## src/rtl/fcg_pkg.sv

```systemverilog
package fcg_pkg;

    typedef enum logic [1:0] {
        ST_ACTIVE  = 2'd0,
        ST_PASSIVE = 2'd1,
        ST_BUS_OFF = 2'd2
    } conf_state_e;

endpackage

```

## src/rtl/fcg_err_counters.sv

```systemverilog
module fcg_err_counters #(
    parameter int TEC_W       = 9,
    parameter int REC_W       = 8,
    parameter int TX_ERR_STEP = 8
) (
    input  logic             clk,
    input  logic             rst_n,
    input  logic             freeze,
    input  logic             clear,
    input  logic             tx_err,
    input  logic             tx_ok,
    input  logic             rx_err,
    input  logic             rx_ok,
    output logic [TEC_W-1:0] tec,
    output logic [REC_W-1:0] rec
);

    localparam logic [TEC_W:0] TEC_MAX_X = {1'b0, {TEC_W{1'b1}}};
    localparam logic [REC_W:0] REC_MAX_X = {1'b0, {REC_W{1'b1}}};

    logic [TEC_W-1:0] tec_q, tec_d;
    logic [REC_W-1:0] rec_q, rec_d;
    logic [TEC_W:0]   tec_sum;
    logic [REC_W:0]   rec_sum;

    // add first, then the success decrement, then clamp
    always_comb begin
        tec_sum = {1'b0, tec_q} + (tx_err ? (TEC_W+1)'(TX_ERR_STEP) : '0);
        if (tx_ok && (tec_sum != '0)) begin
            tec_sum = tec_sum - 1'b1;
        end
        tec_d = (tec_sum > TEC_MAX_X) ? {TEC_W{1'b1}} : tec_sum[TEC_W-1:0];

        rec_sum = {1'b0, rec_q} + (rx_err ? (REC_W+1)'(1) : '0);
        if (rx_ok && (rec_sum != '0)) begin
            rec_sum = rec_sum - 1'b1;
        end
        rec_d = (rec_sum > REC_MAX_X) ? {REC_W{1'b1}} : rec_sum[REC_W-1:0];
    end

    always_ff @(posedge clk or negedge rst_n) begin
        if (!rst_n) begin
            tec_q <= '0;
            rec_q <= '0;
        end else if (clear) begin
            tec_q <= '0;
            rec_q <= '0;
        end else if (!freeze) begin
            tec_q <= tec_d;
            rec_q <= rec_d;
        end
    end

    assign tec = tec_q;
    assign rec = rec_q;

endmodule

```

## src/rtl/fcg_recovery_monitor.sv

```systemverilog
module fcg_recovery_monitor #(
    parameter int RUN_LEN    = 11,
    parameter int RUN_TARGET = 128
) (
    input  logic clk,
    input  logic rst_n,
    input  logic arm,
    input  logic bit_vld,
    input  logic bit_rec,
    output logic done
);

    localparam int RUN_W = (RUN_LEN > 1) ? $clog2(RUN_LEN) : 1;
    localparam int CNT_W = $clog2(RUN_TARGET + 1);

    logic [RUN_W-1:0] run_q;
    logic [CNT_W-1:0] runs_q;

    always_ff @(posedge clk or negedge rst_n) begin
        if (!rst_n) begin
            run_q  <= '0;
            runs_q <= '0;
        end else if (!arm) begin
            run_q  <= '0;
            runs_q <= '0;
        end else if (bit_vld && !done) begin
            if (!bit_rec) begin
                run_q <= '0;                 // dominant bit restarts the run
            end else if (run_q == RUN_W'(RUN_LEN - 1)) begin
                run_q  <= '0;
                runs_q <= runs_q + 1'b1;
            end else begin
                run_q <= run_q + 1'b1;
            end
        end
    end

    assign done = (runs_q == CNT_W'(RUN_TARGET));

endmodule

```

## src/rtl/can_fault_guard.sv

```systemverilog
module can_fault_guard
    import fcg_pkg::*;
#(
    parameter int TEC_W        = 9,
    parameter int REC_W        = 8,
    parameter int TX_ERR_STEP  = 8,
    parameter int PASSIVE_LIM  = 127,
    parameter int BUSOFF_LIM   = 255,
    parameter int RUN_LEN      = 11,
    parameter int RUN_TARGET   = 128
) (
    input  logic             clk,
    input  logic             rst_n,
    input  logic             tx_err_evt,
    input  logic             tx_ok_evt,
    input  logic             rx_err_evt,
    input  logic             rx_ok_evt,
    input  logic             bus_bit_vld,
    input  logic             bus_bit_rec,
    input  logic             boff_irq_en,
    output logic [TEC_W-1:0] tx_err_cnt,
    output logic [REC_W-1:0] rx_err_cnt,
    output logic             passive_flag,
    output logic             busoff_flag,
    output logic             busoff_irq,
    output logic             active_flag_en,
    output logic             bus_drive_en,
    output logic             tx_suspend_en
);

    conf_state_e state_q, state_d;
    logic        in_bus_off;
    logic        rec_done;
    logic        cnt_clear;
    logic        irq_q;
    logic        tec_over_passive, rec_over_passive, tec_over_busoff;

    assign in_bus_off = (state_q == ST_BUS_OFF);
    assign cnt_clear  = in_bus_off && rec_done;

    fcg_err_counters #(
        .TEC_W       (TEC_W),
        .REC_W       (REC_W),
        .TX_ERR_STEP (TX_ERR_STEP)
    ) u_cnt (
        .clk    (clk),
        .rst_n  (rst_n),
        .freeze (in_bus_off),
        .clear  (cnt_clear),
        .tx_err (tx_err_evt),
        .tx_ok  (tx_ok_evt),
        .rx_err (rx_err_evt),
        .rx_ok  (rx_ok_evt),
        .tec    (tx_err_cnt),
        .rec    (rx_err_cnt)
    );

    fcg_recovery_monitor #(
        .RUN_LEN    (RUN_LEN),
        .RUN_TARGET (RUN_TARGET)
    ) u_rcv (
        .clk     (clk),
        .rst_n   (rst_n),
        .arm     (in_bus_off),
        .bit_vld (bus_bit_vld),
        .bit_rec (bus_bit_rec),
        .done    (rec_done)
    );

    assign tec_over_passive = (32'(tx_err_cnt) > PASSIVE_LIM);
    assign rec_over_passive = (32'(rx_err_cnt) > PASSIVE_LIM);
    assign tec_over_busoff  = (32'(tx_err_cnt) > BUSOFF_LIM);

    // next-state logic
    always_comb begin
        state_d = state_q;
        unique case (state_q)
            ST_ACTIVE: begin
                if (tec_over_busoff)                           state_d = ST_BUS_OFF;
                else if (tec_over_passive || rec_over_passive) state_d = ST_PASSIVE;
            end
            ST_PASSIVE: begin
                if (tec_over_busoff)                              state_d = ST_BUS_OFF;
                else if (!tec_over_passive && !rec_over_passive)  state_d = ST_ACTIVE;
            end
            ST_BUS_OFF: begin
                if (rec_done) state_d = ST_ACTIVE;
            end
            default: state_d = ST_ACTIVE;
        endcase
    end

    // state register and entry interrupt
    always_ff @(posedge clk or negedge rst_n) begin
        if (!rst_n) begin
            state_q <= ST_ACTIVE;
            irq_q   <= 1'b0;
        end else begin
            state_q <= state_d;
            irq_q   <= boff_irq_en && (state_d == ST_BUS_OFF) && (state_q != ST_BUS_OFF);
        end
    end

    // output decode
    always_comb begin
        passive_flag   = 1'b0;
        busoff_flag    = 1'b0;
        active_flag_en = 1'b0;
        bus_drive_en   = 1'b1;
        tx_suspend_en  = 1'b0;
        unique case (state_q)
            ST_ACTIVE: begin
                active_flag_en = 1'b1;
            end
            ST_PASSIVE: begin
                passive_flag  = 1'b1;
                tx_suspend_en = 1'b1;
            end
            ST_BUS_OFF: begin
                busoff_flag  = 1'b1;
                bus_drive_en = 1'b0;
            end
            default: begin
                active_flag_en = 1'b1;
            end
        endcase
    end

    assign busoff_irq = irq_q;

endmodule

```

## config.mk

```make
export PLATFORM = sky130hd
export DESIGN_NAME = can_fault_guard
export DESIGN_NICKNAME = d
export VERILOG_FILES = /design/src/rtl/fcg_pkg.sv /design/src/rtl/fcg_err_counters.sv /design/src/rtl/fcg_recovery_monitor.sv /design/src/rtl/can_fault_guard.sv
export SDC_FILE = /design/constraint.sdc
export NUM_CORES = 1
export LEC_CHECK = 0
export BUFFER_PORTS_ARGS = -buffer_cell sky130_fd_sc_hd__buf_2
export CORE_ASPECT_RATIO = 1.2
export CORE_UTILIZATION = 38
export DETAILED_ROUTE_END_ITERATION = 12
export GPL_TIMING_DRIVEN = 1
export MAX_ROUTING_LAYER = met4
export REMOVE_ABC_BUFFERS = 1
export SYNTH_ARGS = -nofsm -noshare
export SYNTH_HDL_FRONTEND = slang
export SYNTH_HIERARCHICAL = 1
export SYNTH_SLANG_ARGS = --single-unit
```

## constraint.sdc

```tcl
create_clock -name clk -period 2.4 [get_ports clk]
set_input_delay 0.24 -clock clk [delete_from_list [all_inputs] [get_ports clk]]
set_output_delay 0.24 -clock clk [all_outputs]
set_load 0.01 [all_outputs]
```

==> metrics.txt <==
# TYPE chip_impl_metric gauge
chip_impl_info{name="violations_in_the_final_reports",value="negative setup slack"} 1
chip_impl_metric{name="dpl.hpwl",unit="mm"} 5.17
chip_impl_metric{name="p_sw",unit="mW"} 1.78
chip_impl_metric{name="post_synth_num_cell_types",unit=""} 70
chip_impl_metric{name="crit_required",unit="ns"} 2.59
chip_impl_metric{name="cp_max_fo",unit=""} 5
chip_impl_metric{name="routedWlPerCell",unit="um"} 15.6
chip_impl_metric{name="dpl_worst_slack",unit="ns"} -0.187
chip_impl_metric{name="rr_worst_depth",unit=""} 11
chip_impl_metric{name="totalWireLength",unit="mm"} 7.24
chip_impl_metric{name="ys_async_sr_fraction",unit="%"} 100
chip_impl_metric{name="synth.ff_latch_count",unit=""} 32
chip_impl_metric{name="final_min_period_over_clock_period",unit="%"} 102
chip_impl_metric{name="fp-row-count",unit=""} 33
chip_impl_metric{name="final_hold_viol_count",unit=""} 0
chip_impl_metric{name="grt_pass1_wl",unit="mm"} 11.8
chip_impl_metric{name="drt_iter0_drc",unit=""} 81
chip_impl_info{name="netlist.top_cell.by_area",value="dfrtp_1"} 1
chip_impl_metric{name="cp.arrival",unit="ns"} 2.63
chip_impl_metric{name="clock_tree.htree_level_count",unit=""} 2
chip_impl_metric{name="drcViolationCount",unit=""} 0
chip_impl_metric{name="cell_int_power",unit="mW"} 2.09
chip_impl_metric{name="clock_insertion_delay_worst_skew",unit="ns"} 0.29
chip_impl_metric{name="chipHeight",unit="um"} 95.2
chip_impl_metric{name="overflow",unit=""} 0
chip_impl_metric{name="ctsLongestPathBuffers",unit=""} 2
chip_impl_info{name="synthFlopType",value="dfrtp_1"} 1
chip_impl_info{name="setup_repair_after_global_routing_missed_its_margin",value="yes"} 1
chip_impl_metric{name="fin_area",unit="sq um"} 3610
chip_impl_metric{name="globalRouteTotalUtil",unit="%"} 20.2
chip_impl_metric{name="post_dr_vias_cell",unit=""} 5.70
chip_impl_metric{name="timing.max_cap.violations",unit=""} 0
chip_impl_metric{name="diodes",unit=""} 0
chip_impl_info{name="critical_path.endpoint_type",value="register"} 1
chip_impl_metric{name="grt_start_max_net_pins",unit=""} 33
chip_impl_metric{name="initial_core_util",unit="%"} 39.9
chip_impl_info{name="synth_most_common_cell",value="dfrtp_1"} 1
chip_impl_info{name="hp-class",value="in2async"} 1
chip_impl_metric{name="syn-instance-count",unit=""} 312
chip_impl_metric{name="max-slew-margin-rel",unit="%"} 50.3
chip_impl_metric{name="seqPwrFrac",unit="%"} 25.0
chip_impl_metric{name="power_leakage",unit="nW"} 1.52
chip_impl_metric{name="fin_worst_hold_slack",unit="ns"} 0.00976
chip_impl_metric{name="die_area",unit="sq um"} 7580
chip_impl_metric{name="vdd.ir_drop.worst",unit="mV"} 0.651
chip_impl_metric{name="power.density_cell_area",unit="nW/um^2"} 1070
chip_impl_metric{name="synthDominantCellAreaShare",unit="%"} 29.1
chip_impl_info{name="outcome",value="complete, but fails checks"} 1
chip_impl_metric{name="syn-cell-area",unit="sq um"} 2750
chip_impl_metric{name="tns",unit="ns"} -0.0611
chip_impl_metric{name="comb_power_share",unit="%"} 61.2
chip_impl_info{name="worstSetupStartpointType",value="register"} 1
chip_impl_metric{name="floorplan.io_pins",unit=""} 32
chip_impl_metric{name="pwr-share-clk",unit="%"} 13.8
chip_impl_metric{name="tritoncts.num_buffers",unit=""} 5
chip_impl_metric{name="layout.filler_cells",unit=""} 610
chip_impl_metric{name="yosysSeqAreaShare",unit="%"} 29.1
chip_impl_metric{name="avgSynthCellArea",unit="sq um"} 8.81
chip_impl_metric{name="grt_antenna_before_repair",unit=""} 0
chip_impl_metric{name="ant_nets",unit=""} 0
chip_impl_metric{name="proportion_of_layout_cells_with_a_drive_suffix_above_1",unit="%"} 34.9
chip_impl_metric{name="io_buffers",unit=""} 31
chip_impl_metric{name="post_dp_cell_area",unit="sq um"} 3190
chip_impl_metric{name="timing.final.max_slew_violations",unit=""} 0
chip_impl_metric{name="core-area",unit="sq um"} 6900
chip_impl_info{name="cts_tree",value="done"} 1
chip_impl_metric{name="finalWorstPathRequiredPeriod",unit="ns"} 2.44
chip_impl_metric{name="final_nets",unit=""} 402
chip_impl_metric{name="place_congestion",unit=""} 0.878
chip_impl_info{name="root_buffer_cell",value="clkbuf_8"} 1
chip_impl_metric{name="dr.pass1.iters",unit=""} 4
chip_impl_info{name="ys_top_cells_by_area",value="dfrtp_1, ha_1, a21oi_1"} 1
chip_impl_metric{name="finalWorstSetupSlack",unit="ns"} -0.0412
chip_impl_metric{name="synthesis.yosys.warnings",unit=""} 6
chip_impl_info{name="path_class",value="reg2reg"} 1
chip_impl_metric{name="first_global_vias",unit=""} 2587
chip_impl_metric{name="number_of_enable_flip_flop_cells_after_synthesis",unit=""} 0
chip_impl_metric{name="clock.fmax",unit="MHz"} 410
chip_impl_metric{name="worstMarginPinSlew",unit="ns"} 0.746
chip_impl_metric{name="routed-via-count",unit=""} 2652
chip_impl_metric{name="cts.reportedPaths.clkPinSlew",unit="ns"} 0.08
chip_impl_info{name="synth_top_cells_by_count",value="dfrtp_1, inv_1, a21oi_1, nand2_1, nor2_1"} 1
chip_impl_metric{name="syn_to_final_growth",unit="%"} 31.2
chip_impl_metric{name="clkSinkCount",unit=""} 32
chip_impl_metric{name="final.setup_skew",unit="ns"} 0.00773
chip_impl_metric{name="netSwitchingFraction",unit="%"} 46.0
chip_impl_metric{name="final-setup-viol-count",unit=""} 2
chip_impl_metric{name="die_width",unit="um"} 79.6
chip_impl_metric{name="post-layout-total-power",unit="mW"} 3.87
## layout make-up
type,instances,area [sq um],share of cell area [%]
multi-input combinational,245,2030,56.2
tap,87,109,3.02
clock inverter,3,42.5,1.18
clock buffer,5,68.8,1.91
inverter,22,85.1,2.36
timing repair buffer,71,472,13.1
sequential,32,801,22.2
## cells in the final DEF, fill, tap and decap left out, types with 8 or more instances in the layout
| cell type | instances |
|---|---|
| buf_4 | 38 |
| dfrtp_1 | 32 |
| buf_2 | 31 |
| inv_1 | 21 |
| a21oi_1 | 19 |
| nor2_1 | 18 |
| nand2_1 | 16 |
| nand3_1 | 14 |
| o21ai_0 | 11 |
| ha_1 | 10 |
| nor3_1 | 9 |
| xnor2_1 | 8 |
## routing by layer
metal | wire length, um | part of all wire [%] | global-route usage (%) | up-vias
met4 | 131 | 1.8 | 6.21 | 0
met3 | 224 | 3.1 | 2.39 | 13
met2 | 3700 | 51 | 35.3 | 62
li1 | - | - | - | 1284
met5 | 0 | 0 | - | -
met1 | 3180 | 44 | 24.0 | 1293
## state kept, by name (all words and copies together) (netlist names)
signal,count
u_cnt/tec,9
u_cnt/rec,8
u_rcv/runs_q,8
u_rcv/run_q,4
state_q,2
busoff_irq,1
## path summary, 6_finish.rpt
kind                                                  from  slack [ns]                           to
max in group asynchronous                            rst_n        1.90     u_cnt/tec[0]$_DFFE_PN0P_
worst max register to register    u_cnt/rec[0]$_DFFE_PN0P_       -0.04     u_cnt/rec[6]$_DFFE_PN0P_
worst max-delay path              u_cnt/rec[0]$_DFFE_PN0P_       -0.04     u_cnt/rec[6]$_DFFE_PN0P_
worst min-delay path                                 rst_n        0.01  u_rcv/runs_q[0]$_DFFE_PN0P_
worst min register to register  u_rcv/run_q[2]$_DFFE_PN0P_        0.53   u_rcv/run_q[2]$_DFFE_PN0P_
min in group clk                               boff_irq_en        0.22         busoff_irq$_DFF_PN0_
## cells by family after synthesis
group / synth area share, %
AOI/OAI and AO/OA: 26.7
xor gates and xnor gates: 4.46
adders and majority gates: 7.28
buffers and inverters: 6.01
DFF: 29.1
muxes: 2.18
and+or+nand+nor: 24.3
## critical path, stage by stage, from the launching register on
cell,delay (ns)
dfrtp_1,0.39
ha_2,0.21
ha_4,0.25
inv_4,0.06
ha_4,0.13
nand2_4,0.05
a2111oi_4,0.42
mux2i_2,0.31
buf_4,0.18
nand2_2,0.05
o21ai_1,0.14
o21ba_1,0.15
## stage by stage
stage | util (%) | std cells
6_report | 52.3 | 465
5_1_grt | 52.3 | 465
4_1_cts | 48.8 | 461
3_5_place_dp | 46.3 | 450
3_3_place_gp | 46.3 | 450
2_1_floorplan | - | 299
## timing repair
action | in CTS | in global routing
hold buffers | 0 | 0
hold endpoints to repair | 0 | 0
setup endpoints to repair | 8 | 16
setup buffers | 3 | 4
gates resized for setup | 11 | 40
pin swaps | 3 | 18
## power groups by stage
stage / Sequential (mW) / Combinational [mW] / Clock [mW]
final: 0.968 / 2.37 / 0.533
after global routing: 0.998 / 2.62 / 0.570
after CTS: 0.954 / 2.09 / 0.550
after detailed placement: 0.953 / 1.98 / 0
after global placement: 0.950 / 1.96 / 0
after floorplan: 0.992 / 1.12 / 0
Power figures use the tool's default switching activity.
